<file path="config.mk">
export PLATFORM = sky130hd
export DESIGN_NAME = tlb_way_alternator
export DESIGN_NICKNAME = d
export VERILOG_FILES = /design/src/rtl/wsel_pkg.sv /design/src/rtl/wsel_ctrl.sv /design/src/rtl/wsel_datapath.sv /design/src/rtl/tlb_way_alternator.sv
export SDC_FILE = /design/constraint.sdc
export NUM_CORES = 1
export LEC_CHECK = 0
export BUFFER_PORTS_ARGS = -buffer_cell sky130_fd_sc_hd__buf_4
export CAP_MARGIN = 20
export CORE_MARGIN = 2
export CORE_UTILIZATION = 45
export DETAILED_ROUTE_END_ITERATION = 16
export PLACE_DENSITY = 0.69
export SYNTH_ARGS = -nofsm -noshare
export SYNTH_HDL_FRONTEND = slang
export SYNTH_SLANG_ARGS = --single-unit
</file>
<file path="constraint.sdc">
create_clock -name clk -period 4.6 [get_ports clk]
set_clock_uncertainty 0.15 [all_clocks]
set_input_delay 0.92 -clock clk [delete_from_list [all_inputs] [get_ports clk]]
set_output_delay 0.92 -clock clk [all_outputs]
set_load 0.01 [all_outputs]
</file>
<file path="src/rtl/wsel_pkg.sv">
package wsel_pkg;
  // Strobes passed from the control module to the datapath module
  typedef struct packed {
    logic capture;    // latch a chosen way this cycle
    logic writeEn;    // update the history bit of the indexed set
    logic clearAll;   // clear the whole history store
    logic useHistory; // pick the way from history rather than from the hint
  } wselCtrl_t;
endpackage

</file>
<file path="src/rtl/wsel_ctrl.sv">
module wsel_ctrl
  import wsel_pkg::*;
(
  input  logic      clk,
  input  logic      rstN,
  input  logic      refillReq,
  input  logic      altEnable,
  input  logic      tableClear,
  output wselCtrl_t strobe,
  output logic      wayValid
);
  logic validQ;

  always_comb begin
    strobe.capture    = refillReq;
    strobe.writeEn    = refillReq & altEnable;
    strobe.clearAll   = tableClear;
    strobe.useHistory = altEnable;
  end

  always_ff @(posedge clk) begin
    if (!rstN) validQ <= 1'b0;
    else       validQ <= refillReq;
  end

  assign wayValid = validQ;

  // a valid way follows every refill strobe
  a_r5_valid_follows: assert property (@(posedge clk) disable iff (!rstN)
    refillReq |=> wayValid);
  // no valid way without a strobe in the previous cycle
  a_r5_no_spurious: assert property (@(posedge clk) disable iff (!rstN)
    !refillReq |=> !wayValid);
endmodule

</file>
<file path="src/rtl/wsel_datapath.sv">
module wsel_datapath
  import wsel_pkg::*;
#(
  parameter int ADDR_W  = 32,
  parameter int IDX_LSB = 15,
  parameter int SETS    = 32
) (
  input  logic              clk,
  input  logic              rstN,
  input  wselCtrl_t         strobe,
  input  logic [ADDR_W-1:0] missAddr,
  input  logic              hwWayHint,
  output logic              wayOut
);
  localparam int IDX_W = $clog2(SETS);

  logic [SETS-1:0]  histQ;
  logic [IDX_W-1:0] setIdx;
  logic             curBit;
  logic             chosenWay;
  logic             wayQ;

  assign setIdx = missAddr[IDX_LSB +: IDX_W];

  // A clear in the same cycle makes the refill read a zero bit
  assign curBit    = strobe.clearAll ? 1'b0 : histQ[setIdx];
  assign chosenWay = strobe.useHistory ? ~curBit : hwWayHint;

  for (genvar s = 0; s < SETS; s++) begin : g_hist
    always_ff @(posedge clk) begin
      if (!rstN)
        histQ[s] <= 1'b0;
      else if (strobe.writeEn && (setIdx == IDX_W'(s)))
        histQ[s] <= ~curBit;
      else if (strobe.clearAll)
        histQ[s] <= 1'b0;
    end
  end

  always_ff @(posedge clk) begin
    if (!rstN)               wayQ <= 1'b0;
    else if (strobe.capture) wayQ <= chosenWay;
  end

  assign wayOut = wayQ;

  // the address must be known whenever a refill is requested
  a_r2_addr_known: assert property (@(posedge clk) disable iff (!rstN)
    strobe.capture |-> !$isunknown(missAddr));
  // the history holds when there is neither a write nor a clear
  a_r9_idle_hold: assert property (@(posedge clk) disable iff (!rstN)
    (!strobe.writeEn && !strobe.clearAll) |=> $stable(histQ));
  // a clear alone empties the history store
  a_r10_clear_all: assert property (@(posedge clk) disable iff (!rstN)
    (strobe.clearAll && !strobe.writeEn) |=> (histQ == '0));
  // a clear together with a refill leaves exactly one bit set
  a_r11_clear_refill: assert property (@(posedge clk) disable iff (!rstN)
    (strobe.clearAll && strobe.writeEn) |=> ($countones(histQ) == 1));
  // an enabled refill inverts the bit of its set
  a_r4_bit_inverts: assert property (@(posedge clk) disable iff (!rstN)
    (strobe.writeEn && !strobe.clearAll) |=>
      (histQ[$past(setIdx)] != $past(histQ[setIdx])));
  // in bypass the registered way equals the hint
  a_r8_bypass_hint: assert property (@(posedge clk) disable iff (!rstN)
    (strobe.capture && !strobe.useHistory) |=> (wayOut == $past(hwWayHint)));
  // a zero bit gives way 1
  a_r3_zero_gives_one: assert property (@(posedge clk) disable iff (!rstN)
    (strobe.writeEn && !curBit) |=> wayOut);
endmodule

</file>
<file path="src/rtl/tlb_way_alternator.sv">
module tlb_way_alternator
  import wsel_pkg::*;
#(
  parameter int ADDR_W  = 32,
  parameter int IDX_LSB = 15,
  parameter int SETS    = 32
) (
  input  logic              clk,
  input  logic              rstN,
  input  logic              refillReq,
  input  logic [ADDR_W-1:0] missAddr,
  input  logic              hwWayHint,
  input  logic              altEnable,
  input  logic              tableClear,
  output logic              wayOut,
  output logic              wayValid
);
  wselCtrl_t strobe;

  wsel_ctrl u_ctrl (
    .clk        (clk),
    .rstN       (rstN),
    .refillReq  (refillReq),
    .altEnable  (altEnable),
    .tableClear (tableClear),
    .strobe     (strobe),
    .wayValid   (wayValid)
  );

  wsel_datapath #(
    .ADDR_W  (ADDR_W),
    .IDX_LSB (IDX_LSB),
    .SETS    (SETS)
  ) u_dp (
    .clk       (clk),
    .rstN      (rstN),
    .strobe    (strobe),
    .missAddr  (missAddr),
    .hwWayHint (hwWayHint),
    .wayOut    (wayOut)
  );
endmodule

</file>
==> results of run 1 <==
path summary, 6_finish.rpt:
check | end | cells past startpoint | slack (ps)
setup / recovery | u_dp.histQ[8] | 6 | 1850
hold / removal | u_dp.histQ[3] | 2 | 320
setup reg to reg | u_dp.histQ[4] | 5 | 2510
hold reg to reg | u_dp.histQ[3] | 2 | 320
area by class of cell:
cell class	count	area (sq um)	area share
clock buffer	7	86.3	0.0465
tap	48	60.1	0.0324
timing repair buffer	13	118	0.0634
sequential	34	681	0.367
multi-input combinational	140	906	0.488
clock inverter	1	5.00	0.00270
per-layer routing:
| layer | global-route usage | wire, microns | vias up | share of wire |
|---|---|---|---|---|
| met2 | 0.329 | 1740 | 36 | 0.48 |
| li1 | - | - | 697 | - |
| met3 | 0.0625 | 201 | 5 | 0.055 |
| met4 | 0.0745 | 56 | 0 | 0.015 |
| met1 | 0.244 | 1650 | 689 | 0.45 |
| met5 | 0 | 0 | - | 0 |
placed cells by master (no fill, tap or decap), drive strengths merged, types with 2 or more instances in the layout:
cell type,netlist,layout
clkbuf,8,7
o211ai,4,4
o31ai,3,3
o21ai,29,29
nand2,30,30
dfxtp,34,34
nand2b,2,2
and2,2,2
mux2,2,2
nor3b,2,2
nand3,33,33
mux4,7,7
nor2,8,8
buf,5,13
nor2b,4,4
nor3,2,2
cells by family after synthesis:
| group | after synthesis | share of synthesized area |
|---|---|---|
| flops | 34 | 0.412 |
| mux | 9 | 0.120 |
| buf+inv | 13 | 0.0416 |
| simple gates | 87 | 0.253 |
| compound gates | 44 | 0.173 |
registers in the layout, summed over array words and instances, names as in the netlist:
name,flops
u_ctrl.wayValid,1
u_dp.wayOut,1
u_dp.histQ,32
worst min-delay path, stage by stage (launching register included):
cell and delay, ps:
dfxtp_1 320, nand3_1 50, o21ai_0 60
power breakdown:
part	internal, mW	leakage [nW]	switching, mW
combinational	0.0198	0.310	0.0334
sequential	0.297	0.274	0.00108
clock	0.121	0.0482	0.106
per-stage QoR:
stage,util,std cells,cell area (sq um)
floorplan,-,187,1650
global placement,0.482,234,1740
detailed placement,0.489,235,1760
CTS,0.515,243,1860
global route,0.515,243,1860
finish,0.515,243,1860
==> summary.md, run 1 <==
| Metric | Value |
|---|---|
| Ratio of cells with drive above 1 in the final layout | 0.159 |
| Avg WL per Cell | 15.0 microns |
| Hold_sp | u_dp.histQ[3] |
| Final hold violation count | 0 |
| Setup Buffers After CTS | 0 |
| Slowest stage delay, CP | 550 ps |
| Flop and latch count out of synthesis | 34 |
| CP arrival | 2730 ps |
| Cells after Synth | 187 |
| Initial antenna violation count | 0 |
| PD cells | 311 nW/um^2 |
| Place WS | 1540 ps |
| Detailed Route WL | 3.65 mm |
| Drt via density | 5.87 |
| Critical path origin | missAddr[18] |
| Critical Path Start Type | input port |
| Port-buffer cells | 12 |
| Max Fclk | 364 MHz |
| WS Path Type | input port to register |
| Reg2reg start | u_dp.histQ[25] |
| TritonCTS clock tree | done |
| Vias in the first global route | 1372 |
| Status | completed |
| Worst-path clk slew | 70 ps |
| CP required | 4590 ps |
| Number of synthesized flops with an enable pin | 0 |
| CP Capture Type | register |
| Commonest cells in the netlist | 34 x dfxtp_1, 33 x nand3_1, 30 x nand2_1 |
| Max-slew violation count | 0 |
| Leakage | 0.632 nW |
| GR Overflow Total | 0 |
| Clk sinks | 34 |
| Worst setup margin | 1850 ps |
| Cell family with most CP delay | compound AO/OA/AOI/OAI gates |
| H-Tree Depth | 2 |
| Min cycle time layout | 2750 ps |
| # IOs | 40 |
| Largest cells by area after synthesis | dfxtp_1 41%, nand3_1 10%, o21ai_0 8.5%, mux4_1 7.9%, nand2_1 6.8% |
| Initial drt markers | 110 |
| Chip height | 64.6 microns |
| Maxcap violations | 0 |
| # DRC | 0 |
| Area Growth Syn to Fin | 12.3% |
| Synth cell types | 34 |
| Post-detail-place hpwl | 2.54 mm |
| Initial core utilization | 0.458 |
| Die width | 64.6 microns |
| Cell Area, Synth | 1650 sq um |
| Worst VDD drop | 0.000218 V |
| Ys flop type | dfxtp_1 |
| DIE AREA | 4170 sq um |
| Final cycle utilization of the critical path | 0.597 |
| Worst path slowest cell | o21ai_4 |
| Row cnt | 22 |
| # diodes | 0 |
| Syn nets | 225 |
| Clock root buffer | clkbuf_8 |
| Seq/Total Area, Yosys | 0.412 |
| Vias | 1427 |
| Asr flop ratio synth | 0 |
| Nets | 232 |
| GP Congestion | 0.809 |
| Clk_lat worst skew | 290 ps |
| Yosys top cell by area | dfxtp_1 |
| Total Power | 0.577 mW |
| RSZ-0062 raised after global routing | false |
| Worst Path Buf+Inv | 1 |
| Worst-path cell chain | buf_4 -> nor2b_1 -> a21boi_0 -> a41o_1 -> o21ai_4 -> o21ai_0 |
| GRT Util Overall | 0.199 |
| Worst slew margin | 0.541 |
| Fin Setup TNS | 0 ps |
| Worst-path maximum fanout | 32 |
| Initial DRT Pass Iterations | 4 |
| WHS | 316 ps |
| Synth top area share | 0.412 |
| Core Area | 3610 sq um |
| Post-cts sizing count | 0 |
| CTS Hold Bufs | 0 |
| Top-count cell post-synth | dfxtp_1 |
| ANT nets after route | 0 |
| Ys Warns | 0 |
| Filler Cell Count | 341 |
| Hold Crit Class | register to register |
| CTS Buf Count | 5 |
| Pin count of the biggest net entering global routing | 33 |
| First-pass GRT wire length | 6.33 mm |
| Clock Path Buffers | 2 |
| Worst-Margin Slew | 685 ps |
| Syn Area/Cell | 8.84 sq um |
| Setup violators final | 0 |
No activity file was read; power rests on OpenSTA's default activity.
==> inputs of run 2 (changes only) <==
==> constraint.sdc (replaced) <==
create_clock -name clk -period 2.8 [get_ports clk]
set_clock_uncertainty 0.15 [all_clocks]
set_input_delay 0.56 -clock clk [delete_from_list [all_inputs] [get_ports clk]]
set_output_delay 0.56 -clock clk [all_outputs]
set_load 0.01 [all_outputs]
==> run 2 against run 1 <==
Effect of this change:
- critical path depth stayed put
- combinational power is 58% higher
- via count shrank 2.2%
- core utilization rose by 0.17 points
- register-to-register slack lost 1800 ps
- worst setup slack worse by 1400 ps
- hold slack gained 1.4 ps
- sequential share of layout area decreased by 0.12 points
- first-iteration DRC count fell by 34%
- sequential power increased by 64%
- sequential cell count stayed put
- largest power group unchanged
==> summary.md, run 2 (same netlist as run 1, synthesis figures left out) <==
| Metric | Value |
|---|---|
| Final cycle utilization of the critical path | 0.838 |
| Fin Setup TNS | 0 ps |
| Worst Path Buf+Inv | 1 |
| CTS Buf Count | 5 |
| Post-cts sizing count | 0 |
| Clock Path Buffers | 2 |
| GRT Util Overall | 0.197 |
| CP arrival | 2390 ps |
| Maxcap violations | 0 |
| Status | completed |
| H-Tree Depth | 2 |
| Worst-path clk slew | 70 ps |
| Max reg flops | 32 |
| GP Congestion | 0.813 |
| Worst slew margin | 0.525 |
| Initial drt markers | 73 |
| Die width | 64.6 microns |
| Final hold violation count | 0 |
| # DRC | 0 |
| Drt via density | 5.72 |
| Cell family with most CP delay | compound AO/OA/AOI/OAI gates |
| WS Path Type | input port to register |
| Initial core utilization | 0.458 |
| Core Area | 3610 sq um |
| Reg2Reg Setup Slack | 720 ps |
| Worst VDD drop | 0.000216 V |
| RSZ-0062 raised after global routing | false |
| Slowest stage delay, CP | 600 ps |
| Clk sinks | 34 |
| Detailed Route WL | 3.62 mm |
| Worst path slowest cell | mux4_1 |
| CP Capture Type | register |
| Critical Path Start Type | input port |
| Nets | 233 |
| DIE AREA | 4170 sq um |
| Vias in the first global route | 1358 |
| Most common cell after layout, fill and taps aside | dfxtp_1 |
| Initial antenna violation count | 0 |
| Clock root buffer | clkbuf_8 |
| Chip height | 64.6 microns |
| Worst-path maximum fanout | 32 |
| Vias | 1395 |
| Place WS | 135 ps |
| # diodes | 0 |
| Hold Crit Class | register to register |
| Worst-path cell chain | buf_4 -> mux4_1 -> a21boi_0 -> a41o_1 -> o21ai_4 -> o41ai_1 |
| PD cells | 535 nW/um^2 |
| GR Overflow Total | 0 |
| CP required | 2840 ps |
| CTS Hold Bufs | 0 |
| Worst-Margin Slew | 710 ps |
| Leakage | 0.640 nW |
| Pin count of the biggest net entering global routing | 33 |
| ANT nets after route | 0 |
| Post-detail-place hpwl | 2.51 mm |
| Max-slew violation count | 0 |
| Most flops, register | u_dp.histQ |
| TritonCTS clock tree | done |
| # IOs | 40 |
| First-pass GRT wire length | 6.24 mm |
| Port-buffer cells | 12 |
| Initial DRT Pass Iterations | 4 |
| Clk_lat worst skew | 290 ps |
| Area Growth Syn to Fin | 12.6% |
| Setup violators final | 0 |
| Ratio of cells with drive above 1 in the final layout | 0.168 |
| Setup Buffers After CTS | 0 |
| Most frequent cells in the layout | 34 x dfxtp_1, 33 x nand3_1, 30 x nand2_1, 28 x o21ai_0, 14 x buf_4 |
| Avg WL per Cell | 14.9 microns |
| Min cycle time layout | 2350 ps |
| Max Fclk | 426 MHz |
| Worst setup margin | 452 ps |
| Row cnt | 22 |
[run 2: through the flow]
step	hold WS (ps)	instance area, sq um	total power [mW]	util	std cells
floorplan	285	1650	0.556	-	187
global placement	296	1750	0.582	0.486	236
detailed placement	309	1750	0.584	0.486	236
CTS	324	1860	1.00	0.516	244
global route	340	1860	1.04	0.516	244
finish	317	1860	0.997	0.516	244
[run 2: area by class of cell]
type,count,area (sq um)
repair buffers,14,105
multi-input cells,140,906
flip-flops and latches,34,681
well taps,48,60.1
clock buffers,8,110
fillers,345,1740
[run 2: worst min-delay path, stage by stage, from the launching register on]
cell and delay [ps]:
dfxtp_1 320, nand3_1 60, o21ai_0 60
[run 2: where the power goes]
| group | internal, mW | switching, mW | leakage (nW) | total (mW) |
|---|---|---|---|---|
| sequential | 0.487 | 0.00192 | 0.274 | 0.489 |
| combinational | 0.0304 | 0.0539 | 0.308 | 0.0843 |
| clock | 0.248 | 0.175 | 0.0575 | 0.423 |
[run 2: metal layers]
| layer | vias up | wire, microns | GRT usage |
|---|---|---|---|
| li1 | 694 | - | - |
| met1 | 660 | 1640 | 0.233 |
| met2 | 33 | 1750 | 0.335 |
| met3 | 8 | 162 | 0.0503 |
| met4 | 0 | 73 | 0.0904 |
| met5 | - | 0 | 0 |
[run 2: worst paths after layout]
kind	start	depth (start not counted)	to
worst max-delay path	missAddr[15]	6	u_dp.histQ[4]
worst max register to register	u_dp.histQ[25]	5	u_dp.histQ[4]
worst min register to register	u_dp.histQ[19]	2	u_dp.histQ[19]
worst min-delay path	u_dp.histQ[19]	2	u_dp.histQ[19]
==> inputs of run 3 (changes only) <==
--- a/config.mk
+++ b/config.mk
@@ -10,7 +10,7 @@
 export CORE_MARGIN = 2
 export CORE_UTILIZATION = 45
 export DETAILED_ROUTE_END_ITERATION = 16
-export PLACE_DENSITY = 0.69
+export PLACE_DENSITY = 0.72
 export SYNTH_ARGS = -nofsm -noshare
 export SYNTH_HDL_FRONTEND = slang
 export SYNTH_SLANG_ARGS = --single-unit
==> constraint.sdc (replaced) <==
create_clock -name clk -period 2.1 [get_ports clk]
set_clock_uncertainty 0.15 [all_clocks]
set_input_delay 0.42 -clock clk [delete_from_list [all_inputs] [get_ports clk]]
set_output_delay 0.42 -clock clk [all_outputs]
set_load 0.01 [all_outputs]
==> run 3 against run 2 <==
Effect of this change:
- total power up 30%
- first-iteration DRC count down 19%
- count of clock-buffer cells in the layout down 2
- routed wire length up 2.3%
- sequential cell count unchanged
- combinational power up 61%
- worst setup slack worse by 340 ps
- critical path depth unchanged
- clock power up 19%
- via count up 2.8%
- largest cell class unchanged
- design area up 5.3%
- sequential share of layout area down 1.8 points
==> summary.md, run 3 (same netlist as run 1, synthesis figures left out) <==
| Metric | Value |
|---|---|
| Chip height | 64.6 microns |
| Drt via density | 5.58 |
| Clock Path Buffers | 2 |
| Worst VDD drop | 0.000371 V |
| Detailed Route WL | 3.71 mm |
| # DRC | 0 |
| Worst Path Buf+Inv | 1 |
| Cell family with most CP delay | compound AO/OA/AOI/OAI gates |
| Worst-Margin Slew | 512 ps |
| CP arrival | 2030 ps |
| Hold path cells | 2 |
| Critical Path Start Type | input port |
| Area Growth Syn to Fin | 18.6% |
| Worst slew margin | 0.656 |
| CP required | 2140 ps |
| GR Overflow Total | 0 |
| Ratio of cells with drive above 1 in the final layout | 0.220 |
| Initial drt markers | 59 |
| WS Path Type | input port to register |
| Avg WL per Cell | 14.4 microns |
| Placed inst area | 1860 sq um |
| Port-buffer cells | 12 |
| Most frequent cells in the layout | 34 x dfxtp_1, 33 x nand3_1, 30 x nand2_1, 27 x o21ai_0, 25 x buf_4 |
| Worst-path clk slew | 70 ps |
| Initial core utilization | 0.458 |
| WHS | 201 ps |
| Reg2Reg Setup Slack | 160 ps |
| DIE AREA | 4170 sq um |
| Final cycle utilization of the critical path | 0.947 |
| Post-detail-place hpwl | 2.55 mm |
| RSZ-0062 raised after global routing | false |
| Setup Buffers After CTS | 0 |
| Core Area | 3610 sq um |
| ANT nets after route | 0 |
| Worst-path maximum fanout | 13 |
| Max reg flops | 32 |
| Setup violators final | 0 |
| Hold Crit Class | input port to register |
| GP Congestion | 0.833 |
| H-Tree Depth | 2 |
| Nets | 246 |
| Max-slew violation count | 0 |
| Row cnt | 22 |
| Status | completed |
| First-pass GRT wire length | 6.09 mm |
| Reg-to-Reg End | u_dp.histQ[4] |
| Slowest stage delay, CP | 570 ps |
| Die width | 64.6 microns |
| Maxcap violations | 0 |
| Clock root buffer | clkbuf_8 |
| Pin count of the biggest net entering global routing | 21 |
| Min cycle time layout | 1990 ps |
| Initial antenna violation count | 0 |
| Initial DRT Pass Iterations | 4 |
| Vias | 1434 |
| TritonCTS clock tree | done |
| Worst-path cell chain | buf_6 -> mux4_1 -> a21boi_0 -> a41o_1 -> o21ai_4 -> o41ai_1 |
| GRT Util Overall | 0.193 |
| CTS Hold Bufs | 0 |
| Max Fclk | 503 MHz |
| # IOs | 40 |
| Worst path slowest cell | mux4_1 |
| Reg2reg start | u_dp.histQ[25] |
| Leakage | 0.698 nW |
| Vias in the first global route | 1312 |
| Clk_lat worst skew | 290 ps |
| Most flops, register | u_dp.histQ |
| Finished Cell Area | 1960 sq um |
| # diodes | 0 |
| CTS Buf Count | 5 |
| Final hold violation count | 0 |
| PD cells | 659 nW/um^2 |
| Hold Path Sink | u_dp.wayOut |
| CP Capture Type | register |
| R2R depth | 5 |
| Clk sinks | 34 |
| Most common cell after layout, fill and taps aside | dfxtp_1 |
| Hold_sp | altEnable |
==> run 3: changes by cell type in the layout (fill, tap and decap cells not counted), sizes merged <==
| cell | delta |
|---|---|
| buf | +13 |
| clkinv | +1 |
| clkinvlp | +1 |
| clkbuf | -2 |
==> run 3: power by group <==
group          internal, mW  switching, mW
logic                0.0591         0.0768
clock network         0.263          0.242
registers             0.650        0.00230
total                 0.972          0.321
==> run 3: worst reg2reg max path: stages (launching register included) <==
cell and delay, ps:
dfxtp_1 310, mux4_1 500, a21boi_0 210, a41o_1 250, o21ai_4 120, o41ai_1 310
==> run 3: layout make-up <==
class,count,area (sq um)
Clock buffer,6,82.6
Multi-Input combinational cell,140,906
Clock inverter,2,12.5
Tap cell,48,60.1
Sequential cell,34,681
Fill cell,323,1650
Timing Repair Buffer,27,219
==> run 3: metrics by stage <==
step | util | TNS [ps] | instances | power [mW] | setup slack [ps]
floorplan | - | 0 | 187 | 0.742 | 41.0
global placement | 0.516 | -5710 | 249 | 0.800 | -217
detailed placement | 0.516 | -6940 | 249 | 0.800 | -274
CTS | 0.543 | 0 | 257 | 1.30 | 23.5
global route | 0.544 | 0 | 257 | 1.34 | 16.4
finish | 0.544 | 0 | 257 | 1.29 | 112
==> run 3: worst max-delay path by stage <==
stage | startpoint | to | slack (ps) | depth (start not counted)
2_1_floorplan | missAddr[15] | u_dp.histQ[5] | 40 | 7
3_3_place_gp | missAddr[15] | u_dp.histQ[4] | -220 | 6
3_5_place_dp | missAddr[15] | u_dp.histQ[4] | -270 | 6
4_1_cts | missAddr[15] | u_dp.histQ[4] | 20 | 6
5_1_grt | missAddr[15] | u_dp.histQ[2] | 20 | 7
6_report | missAddr[15] | u_dp.histQ[4] | 110 | 6
==> run 3: timing repair <==
| action | CTS | global route |
|---|---|---|
| endpoints found under the setup margin | 0 | 15 |
| resized for setup | 0 | 2 |
| hold endpoints to repair | 0 | 0 |
==> run 3: layer usage <==
layer,track usage,routed length (microns),part of all wire,up-vias
li1,-,-,-,728
met5,0,0,0,-
met2,0.311,1700,0.46,32
met4,0.0798,72,0.019,0
met1,0.248,1780,0.48,664
met3,0.0451,152,0.041,10
